### config.mk
export PLATFORM = sky130hd
export DESIGN_NAME = flash_done_poller
export DESIGN_NICKNAME = d
export VERILOG_FILES = /design/src/rtl/poller_pkg.sv /design/src/rtl/poller_dpath.sv /design/src/rtl/poller_ctrl.sv /design/src/rtl/flash_done_poller.sv
export SDC_FILE = /design/constraint.sdc
export NUM_CORES = 1
export LEC_CHECK = 0
export BUFFER_PORTS_ARGS = -buffer_cell sky130_fd_sc_hd__buf_4
export CORE_ASPECT_RATIO = 1.75
export CORE_MARGIN = 2
export CORE_UTILIZATION = 30
export DETAILED_ROUTE_END_ITERATION = 12
export PLACE_DENSITY = 0.57
export RECOVER_POWER = 50
export SYNTH_ARGS = -nofsm -noshare
export SYNTH_HDL_FRONTEND = slang
export SYNTH_SLANG_ARGS = --single-unit
### constraint.sdc
create_clock -name clk -period 1.93 [get_ports clk]
set_clock_uncertainty 0.05 [all_clocks]
set_input_delay 0 -clock clk [delete_from_list [all_inputs] [get_ports clk]]
set_output_delay 0 -clock clk [all_outputs]
set_load 0.02 [all_outputs]
### src/rtl/poller_pkg.sv
package poller_pkg;

  typedef struct packed {
    logic load;
    logic countPoll;
    logic takeFinal;
    logic setPass;
    logic setFail;
  } strobe_t;

  typedef enum logic [2:0] {
    S_IDLE,
    S_POLL_REQ,
    S_POLL_WAIT,
    S_CHK_REQ,
    S_CHK_WAIT,
    S_CONF_REQ,
    S_CONF_WAIT,
    S_DONE
  } state_t;

endpackage

### src/rtl/poller_dpath.sv
module poller_dpath
  import poller_pkg::*;
#(
  parameter int ADDR_W = 16,
  parameter int CNT_W  = 8
) (
  input  logic              clk,
  input  logic              rstN,
  input  strobe_t           strobe,
  input  logic [7:0]        expData,
  input  logic [ADDR_W-1:0] pollAddr,
  input  logic [CNT_W-1:0]  maxPolls,
  input  logic [7:0]        rdData,
  output logic              bitMatch,
  output logic              timeoutBit,
  output logic              atLimit,
  output logic [ADDR_W-1:0] rdAddr,
  output logic              passed,
  output logic              failed,
  output logic [7:0]        verifiedData
);

  localparam int WIDE_W = CNT_W + 1;

  logic              expBit;
  logic [ADDR_W-1:0] addrReg;
  logic [CNT_W-1:0]  limitReg;
  logic [CNT_W-1:0]  pollCount;
  logic              passReg;
  logic              failReg;
  logic [7:0]        dataReg;
  logic [WIDE_W-1:0] nextCount;

  always_ff @(posedge clk) begin
    if (!rstN) begin
      expBit    <= 1'b0;
      addrReg   <= '0;
      limitReg  <= CNT_W'(1);
      pollCount <= '0;
      passReg   <= 1'b0;
      failReg   <= 1'b0;
      dataReg   <= '0;
    end else begin
      if (strobe.load) begin
        expBit    <= expData[7];
        addrReg   <= pollAddr;
        limitReg  <= (maxPolls == '0) ? CNT_W'(1) : maxPolls;
        pollCount <= '0;
        passReg   <= 1'b0;
        failReg   <= 1'b0;
        dataReg   <= '0;
      end else begin
        if (strobe.countPoll) pollCount <= pollCount + CNT_W'(1);
        if (strobe.takeFinal) dataReg   <= rdData;
        if (strobe.setPass)   passReg   <= 1'b1;
        if (strobe.setFail)   failReg   <= 1'b1;
      end
    end
  end

  assign nextCount  = {1'b0, pollCount} + WIDE_W'(1);
  assign bitMatch   = (rdData[7] == expBit);
  assign timeoutBit = rdData[5];
  assign atLimit    = (nextCount >= {1'b0, limitReg});

  assign rdAddr       = addrReg;
  assign passed       = passReg;
  assign failed       = failReg;
  assign verifiedData = dataReg;

  p_count_bound_r8: assert property (@(posedge clk) disable iff (!rstN)
    pollCount <= limitReg);

  p_single_verdict_r9: assert property (@(posedge clk) disable iff (!rstN)
    !(passReg && failReg));

endmodule

### src/rtl/poller_ctrl.sv
module poller_ctrl
  import poller_pkg::*;
(
  input  logic    clk,
  input  logic    rstN,
  input  logic    start,
  input  logic    rdValid,
  input  logic    bitMatch,
  input  logic    timeoutBit,
  input  logic    atLimit,
  output strobe_t strobe,
  output logic    rdReq,
  output logic    busy,
  output logic    done
);

  state_t state, nextState;

  always_ff @(posedge clk) begin
    if (!rstN) state <= S_IDLE;
    else       state <= nextState;
  end

  always_comb begin
    nextState = state;
    strobe    = '0;
    unique case (state)
      S_IDLE: begin
        if (start) begin
          strobe.load = 1'b1;
          nextState   = S_POLL_REQ;
        end
      end
      S_POLL_REQ: nextState = S_POLL_WAIT;
      S_POLL_WAIT: begin
        if (rdValid) begin
          strobe.countPoll = 1'b1;
          if (bitMatch) begin
            nextState = S_CONF_REQ;
          end else if (timeoutBit) begin
            nextState = S_CHK_REQ;
          end else if (atLimit) begin
            strobe.setFail = 1'b1;
            nextState      = S_DONE;
          end else begin
            nextState = S_POLL_REQ;
          end
        end
      end
      S_CHK_REQ: nextState = S_CHK_WAIT;
      S_CHK_WAIT: begin
        if (rdValid) begin
          if (bitMatch) begin
            nextState = S_CONF_REQ;
          end else begin
            strobe.setFail = 1'b1;
            nextState      = S_DONE;
          end
        end
      end
      S_CONF_REQ: nextState = S_CONF_WAIT;
      S_CONF_WAIT: begin
        if (rdValid) begin
          strobe.takeFinal = 1'b1;
          strobe.setPass   = 1'b1;
          nextState        = S_DONE;
        end
      end
      S_DONE: nextState = S_IDLE;
      default: nextState = S_IDLE;
    endcase
  end

  assign rdReq = (state == S_POLL_REQ) || (state == S_CHK_REQ) || (state == S_CONF_REQ);
  assign busy  = (state != S_IDLE);
  assign done  = (state == S_DONE);

  p_req_pulse_r2: assert property (@(posedge clk) disable iff (!rstN)
    rdReq |=> !rdReq);

  p_done_pulse_r9: assert property (@(posedge clk) disable iff (!rstN)
    done |=> !done);

  p_recheck_miss_ends_r5: assert property (@(posedge clk) disable iff (!rstN)
    (state == S_CHK_WAIT && rdValid && !bitMatch) |=> (done && !rdReq));

endmodule

### src/rtl/flash_done_poller.sv
module flash_done_poller
  import poller_pkg::*;
#(
  parameter int ADDR_W = 16,
  parameter int CNT_W  = 8
) (
  input  logic              clk,
  input  logic              rstN,
  input  logic              start,
  input  logic [7:0]        expData,
  input  logic [ADDR_W-1:0] pollAddr,
  input  logic [CNT_W-1:0]  maxPolls,
  output logic              rdReq,
  output logic [ADDR_W-1:0] rdAddr,
  input  logic [7:0]        rdData,
  input  logic              rdValid,
  output logic              busy,
  output logic              done,
  output logic              passed,
  output logic              failed,
  output logic [7:0]        verifiedData
);

  strobe_t strobe;
  logic    bitMatch;
  logic    timeoutBit;
  logic    atLimit;

  poller_ctrl ctrl (
    .clk        (clk),
    .rstN       (rstN),
    .start      (start),
    .rdValid    (rdValid),
    .bitMatch   (bitMatch),
    .timeoutBit (timeoutBit),
    .atLimit    (atLimit),
    .strobe     (strobe),
    .rdReq      (rdReq),
    .busy       (busy),
    .done       (done)
  );

  poller_dpath #(
    .ADDR_W (ADDR_W),
    .CNT_W  (CNT_W)
  ) dpath (
    .clk          (clk),
    .rstN         (rstN),
    .strobe       (strobe),
    .expData      (expData),
    .pollAddr     (pollAddr),
    .maxPolls     (maxPolls),
    .rdData       (rdData),
    .bitMatch     (bitMatch),
    .timeoutBit   (timeoutBit),
    .atLimit      (atLimit),
    .rdAddr       (rdAddr),
    .passed       (passed),
    .failed       (failed),
    .verifiedData (verifiedData)
  );

  p_addr_hold_r10: assert property (@(posedge clk) disable iff (!rstN)
    busy |=> $stable(rdAddr));

  p_done_verdict_r9: assert property (@(posedge clk) disable iff (!rstN)
    done |-> (passed != failed));

endmodule

==> run_results.csv, run 1 <==
group,metric,value,unit
cells_and_area,fillers,633,
sta,worst_slack,-0.06106,ns
cells_and_area,antenna_cells,0,
sta,hold_viol_final,0,
cts,cts_max_level,2,
cts,clock_latency,0.29,ns
flow_run,max_cap_viol_count,0,
global_route,grt_pass1_vias,2036,
critical_path,end_kind,"flip-flop",
floorplan,die_x,65.83,um
global_route,grt_util_met3,3.707,%
yosys,syn_area,2007,um^2
global_route,grtUsageMet1,15.44,%
cts,post_cts_buffers,0,
power_and_ir_drop,powerDensity,799.6,nW/um^2
cells_and_area,finalNetCount,389,
global_route,grt_max_degree,26,
detailed_routing,ant_nets,0,
cts,clock_sinks,46,
global_route,grt_pass1_wl,9052,um
sta,rsz0062_at_grt,"true",
sta,post-route-min-period,1.991,ns
cts,cts_root_buffer,"clkbuf_16",
yosys,async_flop_share,0,%
global_route,antenna_found_initial,0,
cts,path_clk_slew,0.06,ns
yosys,syn-instance-count,226,
floorplan,die_area,7386,um^2
cts,cts_buffer_depth,2,
yosys,avgSynthCellArea,8.880,um^2
critical_path,critPathArrivalTime,2.09,ns
floorplan,start_util,30.92,%
global_route,use_met2,30.37,%
yosys,ys_types,34,
detailed_routing,drt-pass1-iter-count,4,
global_route,gr-usage-all-layers,15.87,%
yosys,synth_fp_nets,279,
sta,min_period_over_period,103.2,%
sta,relSlewSlack,40.21,%
critical_path,critical_path_class,"flip-flop to flip-flop",
yosys,yosys_register_bits,46,
floorplan,die_h,112.2,um
placed_design,gp_congestion,0.7578,
floorplan,rows,39,
detailed_routing,route.detailed.drc,0,
run_status,violations,"setup timing",
detailed_routing,wl_per_cell,13.24,um
critical_path,worst_ep_required_time,2.03,ns
cells_and_area,utilization,47.33,%
sta,slew_violations,0,
yosys,ys_seq_area_share,45.89,%
detailed_routing,vias_per_cell,4.656,
placed_design,port_buffers,65,
sta,holdWs,0.03016,ns
cts,tritoncts,"built",
placed_design,hpwl,3872,um
critical_path,start_kind,"flip-flop",
power_and_ir_drop,p_leak,1.238,nW
detailed_routing,first_iter_violations,73,
cells_and_area,area_growth,53.06,%
floorplan,fp.coreArea,6490,um^2
yosys,synth_ff_type,"dfxtp_1",
detailed_routing,wl,5546,um
sta,fmax,0.5022,GHz
cts,cts_buffers,5,
detailed_routing,dr_total_vias,1951,
cells_and_area,drive_gt1_share,21.07,%
power_and_ir_drop,ir_worst_vdd,0.3450,mV
global_route,gr-max-usage-layer,"met2",
yosys,synth_edf_count,0,
global_route,overflow,0,
run_status,status,"finished, violations left",
sta,worst_pin_slew,0.8968,ns
hold_path,min_path_type,"primary input to flip-flop",
sta,setup_viol,3,
floorplan,num_io_pins,73,
critical_path,path_max_fanout,3,
yosys,yosysWarnings,0,
## cell type report
| type | count | area [um^2] | area share, % |
|---|---|---|---|
| Multi-Input combinational cell | 157 | 1007 | 32.79 |
| Tap cell | 82 | 102.6 | 3.340 |
| Sequential cell | 46 | 930.9 | 30.31 |
| Inverter | 11 | 41.29 | 1.344 |
| Clock inverter | 1 | 7.507 | 0.2444 |
| Clock buffer | 7 | 153.9 | 5.010 |
| Timing Repair Buffer | 115 | 828.3 | 26.97 |
## Yosys cell counts, drive strengths merged, types with 2 or more instances
cell,n,share of area (%)
xnor2,6,2.6
a21oi,14,3.5
buf,10,3.4
a22o,17,7.4
nand2b,2,0.62
o21ai,12,3.0
dfxtp,46,46
ha,9,5.6
nand3,5,1.2
nor2,24,4.5
nor4,2,0.62
xor2,8,3.5
inv,11,2.1
mux2i,2,1.0
a31oi,2,0.62
clkbuf,2,0.37
nor3,4,2.1
and3,2,0.62
nand2,33,6.2
nand4,4,1.2
## timing repair
action | in CTS | in global routing
pin swaps | 2 | 1
hold buffers | 34 | 0
hold endpoints to repair | 37 | 0
setup endpoints to repair | 3 | 3
gates resized for setup | 2 | 2
## per-layer routing
| metal | wire [um] | vias up |
|---|---|---|
| li1 | - | 989 |
| met1 | 2113 | 898 |
| met2 | 2994 | 54 |
| met3 | 312 | 10 |
| met4 | 126 | 0 |
| met5 | 0 | - |
## cells in the final DEF (no fill, tap or decap), types with 2 or more instances in the layout
master and count:
xnor2_1 6, nand2_1 33, a31oi_1 2, a21oi_1 14, inv_1 11, clkbuf_16 6
clkbuf_1 33, nor3_1 2, o21ai_0 11, nand2b_1 2, mux2i_1 2, nand3_2 2
buf_4 49, nor2_1 23, nor4_1 2, dfxtp_4 2, dlygate4sd3_1 34, ha_1 8
xor2_1 8, dfxtp_2 2, nand3_1 3, dfxtp_1 42, nand4_1 4, a22o_1 17
## registers in the layout, summed over array words and instances (netlist names)
| register | count |
|---|---|
| dpath.rdAddr | 16 |
| dpath.limitReg | 8 |
| dpath.pollCount | 8 |
| dpath.verifiedData | 8 |
| ctrl.state | 3 |
| dpath.expBit | 1 |
| dpath.failed | 1 |
| dpath.passed | 1 |
## path summary, 6_finish.rpt
path                                                      endpoint                               start  cells after the start  slack [ns]
worst max-delay path                    ctrl.state[2]$_SDFFE_PN0P_     dpath.pollCount[1]$_SDFFE_PP0P_                     10       -0.06
worst max register to register          ctrl.state[2]$_SDFFE_PN0P_     dpath.pollCount[1]$_SDFFE_PP0P_                     10       -0.06
worst min-delay path                    ctrl.state[0]$_SDFFE_PN0P_                               start                      3        0.03
worst min register to register  dpath.verifiedData[1]$_SDFFE_PP0P_  dpath.verifiedData[1]$_SDFFE_PP0P_                      2        0.41
## worst max-delay path: stages (launching register included)
cell	delay (ns)
dfxtp_4	0.37
ha_4	0.14
and3_4	0.19
nand3_2	0.08
xnor2_1	0.14
ha_1	0.30
o21ai_2	0.12
nor2_1	0.06
nor3_2	0.18
a21o_1	0.16
a31oi_1	0.08
## stage by stage
step / power (mW) / std cells / area [um^2] / setup TNS (ns) / setup slack [ns]
2_1_floorplan: 1.359 / 226 / 2049 / -0.01909 / -0.01909
3_3_place_gp: 1.549 / 377 / 2685 / -0.1884 / -0.08389
3_5_place_dp: 1.552 / 377 / 2685 / -0.3328 / -0.1334
4_1_cts: 2.529 / 419 / 3194 / -0.1347 / -0.06549
5_1_grt: 2.571 / 419 / 3072 / -1.947 / -0.1995
6_report: 2.456 / 419 / 3072 / -0.1270 / -0.06106
## cell families (layout without fill, tap and decap cells)
group / after synthesis / in the layout / synth area share, %
compound gates: 51 / 51 / 16.77
xor+xnor: 14 / 14 / 6.110
fa+ha+maj: 9 / 9 / 5.611
buf+inv: 23 / 134 / 5.798
flops: 46 / 46 / 45.89
mux: 2 / 2 / 0.9975
simple gates: 81 / 81 / 18.83
## power breakdown
part	switching, mW	internal, mW	total (mW)	leakage [nW]
registers	0.0372	1.01	1.05	0.377
clock network	0.355	0.559	0.914	0.0753
logic	0.273	0.218	0.491	0.785
(Power assumes the default switching activity.)
==> run 2, diff against run 1 <==
--- a/config.mk
+++ b/config.mk
@@ -5,6 +5,7 @@
 export SDC_FILE = /design/constraint.sdc
 export NUM_CORES = 1
 export LEC_CHECK = 0
+export ABC_AREA = 1
 export BUFFER_PORTS_ARGS = -buffer_cell sky130_fd_sc_hd__buf_4
 export CORE_ASPECT_RATIO = 1.75
 export CORE_MARGIN = 2
==> run 2 against run 1 <==
  * Critical endpoint is now dpath.failed$_SDFFE_PP0P_
  * Combinational power increased by 140%
  * Largest power group unchanged
  * Critical path depth increased by 6
  * Global-route usage decreased by 0.92 points
  * Routed wire length decreased by 0.87%
  * Die area increased by 1.5%
  * Synthesized cell count increased by 9.7%
  * Setup slack improved by 0.0090 ns
  * Critical path type unchanged
  * Sequential power increased by 17%
  * Worst hold slack got worse by 0.022 ns
  * The run still ends with setup timing left
  * Sequential share of layout area decreased by 0.67 points
  * Fmax increased by 0.45%
==> run_results.csv, run 2 <==
group,metric,value,unit
run_status,status,"finished, violations left",
run_status,violations,"setup timing",
flow_run,max_cap_viol_count,0,
critical_path,critical_path_class,"flip-flop to flip-flop",
detailed_routing,wl,5498,um
critical_path,regToRegSetupSlack,-0.05,ns
cts,cts_buffers,5,
critical_path,slowest_delay,0.38,ns
hold_path,min_path_type,"primary input to flip-flop",
critical_path,worst_ep_required_time,2.09,ns
detailed_routing,wl_per_cell,12.50,um
yosys,synth_top_family_by_area,"compound AO/OA/AOI/OAI gates",
floorplan,die_area,7496,um^2
cts,cts_buffer_depth,2,
sta,relSlewSlack,73.33,%
global_route,grt_pass1_wl,8769,um
detailed_routing,dr_total_vias,2037,
yosys,muxShareOfSynthArea,0,%
cells_and_area,finalNetCount,411,
detailed_routing,route.detailed.drc,0,
global_route,gr-usage-all-layers,14.96,%
global_route,overflow,0,
critical_path,path_max_fanout,3,
detailed_routing,drt-pass1-iter-count,4,
sta,setup_viol,3,
cells_and_area,antenna_cells,0,
yosys,synth_area_leaders,"dfxtp_1, nand2_1, a22o_1",
cts,clock_latency,0.28,ns
yosys,synth_edf_count,0,
cells_and_area,utilization,48.16,%
global_route,grt_pass1_vias,2068,
floorplan,rows,39,
critical_path,end_kind,"flip-flop",
yosys,yosys_register_bits,46,
detailed_routing,first_iter_violations,112,
placed_design,placedCellCount,397,
detailed_routing,vias_per_cell,4.630,
placed_design,gp_congestion,0.8235,
critical_path,slowest_stage,"dfxtp_4",
yosys,ys_seq_area_share,45.18,%
yosys,yosys.area_share.simple,17.62,%
power_and_ir_drop,powerDensity,1077,nW/um^2
sta,holdWs,0.008472,ns
yosys,syn-instance-count,248,
sta,slew_violations,0,
yosys,synth.most_common_cell,"nand2_1",
critical_path,path_cells,"ha_4, nand3_4, xor2_2, ha_1, nand2_1, nor2_1, nand2_1, nand3_1, nand2_1, nand2_1, nand2_1, nand2_1, nand2_1, nand2_1, nand3_1, a21oi_1",
sta,post-route-min-period,1.982,ns
yosys,synth_ff_type,"dfxtp_1",
cts,tritoncts,"built",
sta,hold_viol_final,0,
detailed_routing,ant_nets,0,
floorplan,fp.coreArea,6539,um^2
global_route,grt_max_degree,23,
critical_path,critical_path_buf_inv_count,0,
yosys,synth_compound_area_share,18.91,%
placed_design,hpwl,3714,um
cts,cts_root_buffer,"clkbuf_16",
cells_and_area,drive_gt1_share,22.07,%
sta,fmax,0.5045,GHz
cells_and_area,final_cell_mix,"nand2_1, buf_4, dfxtp_1",
floorplan,num_io_pins,73,
critical_path,path_common_cell,"nand2_1",
cts,clock_sinks,46,
floorplan,die_h,113.0,um
yosys,yosysWarnings,0,
cells_and_area,stdcell_count,440,
yosys,synth_fp_nets,301,
floorplan,start_util,31.17,%
power_and_ir_drop,p_leak,1.406,nW
sta,rsz0062_at_grt,"true",
sta,worst_slack,-0.05210,ns
power_and_ir_drop,ir_worst_vdd,0.4861,mV
global_route,antenna_found_initial,0,
cells_and_area,layout.cells.most_common,"nand2_1",
yosys,netlist.area_leader.share,45.18,%
sta,worst_pin_slew,0.3995,ns
yosys,ys_top_cells_by_count,"nand2_1, dfxtp_1, inv_1, a21oi_1, a22o_1",
sta,min_period_over_period,102.7,%
yosys,avgSynthCellArea,8.219,um^2
critical_path,crit_family,"simple AND/OR/NAND/NOR gates",
yosys,ys_types,31,
yosys,synthAdderAreaFrac,5.525,%
yosys,synth_xor_xnor_area_share,2.578,%
critical_path,critPathArrivalTime,2.15,ns
critical_path,start_kind,"flip-flop",
placed_design,port_buffers,65,
yosys,synth_top_area_cell,"dfxtp_1",
yosys,async_flop_share,0,%
cells_and_area,area_growth,54.51,%
floorplan,die_x,66.31,um
cells_and_area,largest_register_ffs,16,
cts,cts_max_level,2,
yosys,syn_area,2038,um^2
cts,path_clk_slew,0.06,ns
==> run 2: repair_timing <==
item / 4_1_cts / 5_1_grt
setup endpoints to repair: 3 / 3
gates resized for setup: 16 / 4
buffers inserted: 2 / 0
hold endpoints to repair: 35 / 0
pin swaps: 11 / 2
hold buffers: 34 / 0
==> run 2: cell families (layout without fill, tap and decap cells) <==
family | after synthesis | count (layout)
XOR/XNOR | 6 | 6
AO/OA/AOI/OAI | 59 | 59
buffers and inverters | 47 | 157
adder cells (fa/ha/maj) | 9 | 9
flip-flops | 46 | 46
AND/OR/NAND/NOR | 81 | 81
==> run 2: per-stage QoR <==
stage	area, um^2	setup slack, ns	total power, mW	setup TNS (ns)
after CTS	3238	-0.05339	3.499	-0.08606
after global routing	3149	-0.2421	3.608	-0.6701
final	3149	-0.05210	3.391	-0.1200
after detailed placement	2648	-0.1369	2.441	-0.3786
after floorplan	2038	0.01093	2.055	0
after global placement	2648	-0.07771	2.427	-0.1794
==> run 2: area by class of cell <==
cell class / instances / area (um^2)
Fill cell: 653 / 3390
Clock buffer: 6 / 138.9
Tap cell: 82 / 102.6
Multi-Input combinational cell: 155 / 979.7
Sequential cell: 46 / 933.4
Inverter: 41 / 153.9
Timing Repair Buffer: 109 / 810.8
Clock inverter: 1 / 30.03
==> run 2: worst paths after layout <==
check / from / endpoint / depth (start not counted)
setup / recovery: dpath.pollCount[1]$_SDFFE_PP0P_ / dpath.failed$_SDFFE_PP0P_ / 16
hold / removal: rdValid / ctrl.state[2]$_SDFFE_PN0P_ / 3
setup reg to reg: dpath.pollCount[1]$_SDFFE_PP0P_ / dpath.failed$_SDFFE_PP0P_ / 16
hold reg to reg: dpath.verifiedData[7]$_SDFFE_PP0P_ / dpath.verifiedData[7]$_SDFFE_PP0P_ / 2
==> run 2: worst min-delay path: stages <==
cell and delay, ns:
buf_4 0.10, o211ai_1 0.09, a21oi_1 0.11
==> run 2: power by group <==
part	leakage, nW	internal (mW)	total [mW]	switching, mW
clock network	0.0829	0.639	0.977	0.338
registers	0.378	1.12	1.23	0.113
logic	0.945	0.463	1.18	0.721
total	1.41	2.22	3.39	1.17
==> run 2: metal layers <==
layer	wire, um	track usage [%]	vias to the layer above
met5	0	0	-
met4	151	6.939	0
met3	195	2.584	11
met2	3063	28.07	44
met1	2087	15.41	951
li1	-	-	1031
==> run 3, diff against run 2 <==
--- a/config.mk
+++ b/config.mk
@@ -13,6 +13,8 @@
 export DETAILED_ROUTE_END_ITERATION = 12
 export PLACE_DENSITY = 0.57
 export RECOVER_POWER = 50
+export SETUP_SLACK_MARGIN = 0.5
+export SLEW_MARGIN = 15
 export SYNTH_ARGS = -nofsm -noshare
 export SYNTH_HDL_FRONTEND = slang
 export SYNTH_SLANG_ARGS = --single-unit
==> run 3 against run 2 <==
  * The run still ends with setup timing left
  * Worst hold slack better by 0.00054 ns
  * Fmax increased by 1.0%
  * Critical path depth unchanged
  * Routed wire length decreased by 2.4%
  * Clock power down 12%
  * Die area unchanged
  * Register-to-register slack gained 0.02 ns
  * Critical endpoint is now ctrl.state[2]$_SDFFE_PN0P_
  * Largest cell class unchanged
==> run_results.csv, run 3 (synthesized netlist as in run 2, its figures left out) <==
group,metric,value,unit
cells_and_area,final_area,3146,um^2
cells_and_area,largest_register_ffs,16,
global_route,antenna_found_initial,0,
floorplan,die_area,7496,um^2
detailed_routing,vias_per_cell,4.492,
global_route,overflow,0,
floorplan,die_x,66.31,um
critical_path,path_common_cell,"nand2_1",
detailed_routing,wl,5367,um
cells_and_area,finalNetCount,413,
cells_and_area,antenna_cells,0,
sta,min_period_over_period,101.7,%
power_and_ir_drop,swShare,36.06,%
sta,worst_slack,-0.03217,ns
cts,path_clk_slew,0.06,ns
critical_path,start_kind,"flip-flop",
sta,relSlewSlack,78.47,%
critical_path,slowest_stage,"dfxtp_4",
global_route,gr-usage-all-layers,15.20,%
cts,tritoncts,"built",
global_route,grt_pass1_vias,1959,
detailed_routing,first_iter_violations,76,
floorplan,die_h,113.0,um
critical_path,worst_ep_required_time,2.10,ns
power_and_ir_drop,ir_worst_vdd,0.4904,mV
power_and_ir_drop,power,3.335,mW
placed_design,placed_area,2650,um^2
sta,fmax,0.5096,GHz
hold_path,min_from,"rdValid",
placed_design,gp_congestion,0.7481,
critical_path,path_cells,"ha_4, nand3_4, xor2_2, ha_1, nand2_2, nor2_1, nand2_1, nand3_1, nand2_1, nand2_1, nand2_1, nand2_1, nand2_1, nand2_1, nand3_2, a21oi_2",
critical_path,critical_path_class,"flip-flop to flip-flop",
cells_and_area,utilization,48.11,%
global_route,grt_max_degree,24,
power_and_ir_drop,p_seq_share,37.1,%
placed_design,placedCellCount,396,
power_and_ir_drop,p_comb_share,37.2,%
critical_path,crit_family,"simple AND/OR/NAND/NOR gates",
power_and_ir_drop,power_frac_clock,25.6,%
floorplan,num_io_pins,73,
sta,hold_viol_final,0,
placed_design,port_buffers,65,
floorplan,start_util,31.17,%
critical_path,critPathArrivalTime,2.14,ns
sta,slew_violations,0,
critical_path,critical_path_buf_inv_count,0,
cells_and_area,drive_gt1_share,23.82,%
cells_and_area,final-seq-area,930.9,um^2
critical_path,slowest_delay,0.37,ns
detailed_routing,drt-pass1-iter-count,4,
cts,cts_root_buffer,"clkbuf_16",
detailed_routing,wl_per_cell,12.12,um
cells_and_area,area_growth,54.33,%
power_and_ir_drop,powerDensity,1060,nW/um^2
critical_path,path_max_fanout,3,
power_and_ir_drop,p_sw,1.202,mW
power_and_ir_drop,p_int,2.132,mW
cts,cts_buffers,5,
sta,holdWs,0.009007,ns
run_status,status,"finished, violations left",
cells_and_area,fillers,682,
cts,cts_max_level,2,
cells_and_area,final_cell_mix,"nand2_1, buf_4, dfxtp_1",
run_status,violations,"setup timing",
critical_path,r2r_start,"dpath.pollCount[1]$_SDFFE_PP0P_",
cells_and_area,stdcell_count,443,
sta,fin_setup_tns,-0.07200,ns
placed_design,pre_cts_ws,-0.04524,ns
floorplan,fp.coreArea,6539,um^2
global_route,grt_pass1_wl,8852,um
detailed_routing,ant_nets,0,
floorplan,rows,39,
sta,rsz0062_at_grt,"true",
power_and_ir_drop,p_leak,1.401,nW
critical_path,startpoint,"dpath.pollCount[1]$_SDFFE_PP0P_",
sta,post-route-min-period,1.962,ns
cells_and_area,layout.cells.most_common,"nand2_1",
detailed_routing,dr_total_vias,1990,
critical_path,end_kind,"flip-flop",
detailed_routing,route.detailed.drc,0,
flow_run,max_cap_viol_count,0,
hold_path,min_path_type,"primary input to flip-flop",
cts,clock_sinks,46,
cts,cts_buffer_depth,2,
cts,clock_latency,0.28,ns
sta,setup_viol,3,
sta,worst_pin_slew,0.3200,ns
cells_and_area,multi_input_area,965.9,um^2
placed_design,hpwl,3664,um
## run 3: changes by cell type in the layout (fill, tap and decap cells not counted), moves of 2 or more
cell      delta
nand2_2      +3
clkinv_2     +2
nand3_2      +2
nand2_1      -3
## run 3: worst paths after layout
path / endpoint / slack, ns / cells after the start
max: ctrl.state[2]$_SDFFE_PN0P_ / -0.03 / 16
min: ctrl.state[2]$_SDFFE_PN0P_ / 0.009 / 3
max reg2reg: ctrl.state[2]$_SDFFE_PN0P_ / -0.03 / 16
min reg2reg: dpath.failed$_SDFFE_PP0P_ / 0.41 / 2
## run 3: final cells by class
type,instances,share of cell area (%)
Clock inverter,1,0.1591
Timing Repair Buffer,111,26.49
Clock buffer,7,4.535
Inverter,41,5.251
Multi-Input combinational cell,155,30.71
Sequential cell,46,29.59
Tap cell,82,3.262
## run 3: routing by layer
layer	up-vias	global-route usage [%]	wire (um)
met4	0	7.619	193
met3	13	2.386	144
met1	909	15.97	2035
li1	1034	-	-
met2	34	28.07	2993
met5	-	0	0
## run 3: repair_timing
item                                    in CTS  in global routing
pin swaps                                    6                  4
hold buffers                                34                  0
endpoints found under the setup margin      19                 45
endpoints found under the hold margin       34                  0
gates resized for setup                     15                 10
cloned                                       0                  0
setup buffers                                0                  5
## run 3: power groups by stage
stage / clock network [mW] / registers [mW] / logic [mW]
after floorplan: 0 / 1.33 / 0.728
after global placement: 0 / 1.25 / 1.17
after detailed placement: 0 / 1.25 / 1.18
after CTS: 0.883 / 1.24 / 1.27
after global routing: 0.919 / 1.26 / 1.38
final: 0.855 / 1.24 / 1.24
## run 3: tightest hold or removal path, stage by stage
cell and delay (ns):
buf_4 0.11, o211ai_1 0.10, a21oi_2 0.10
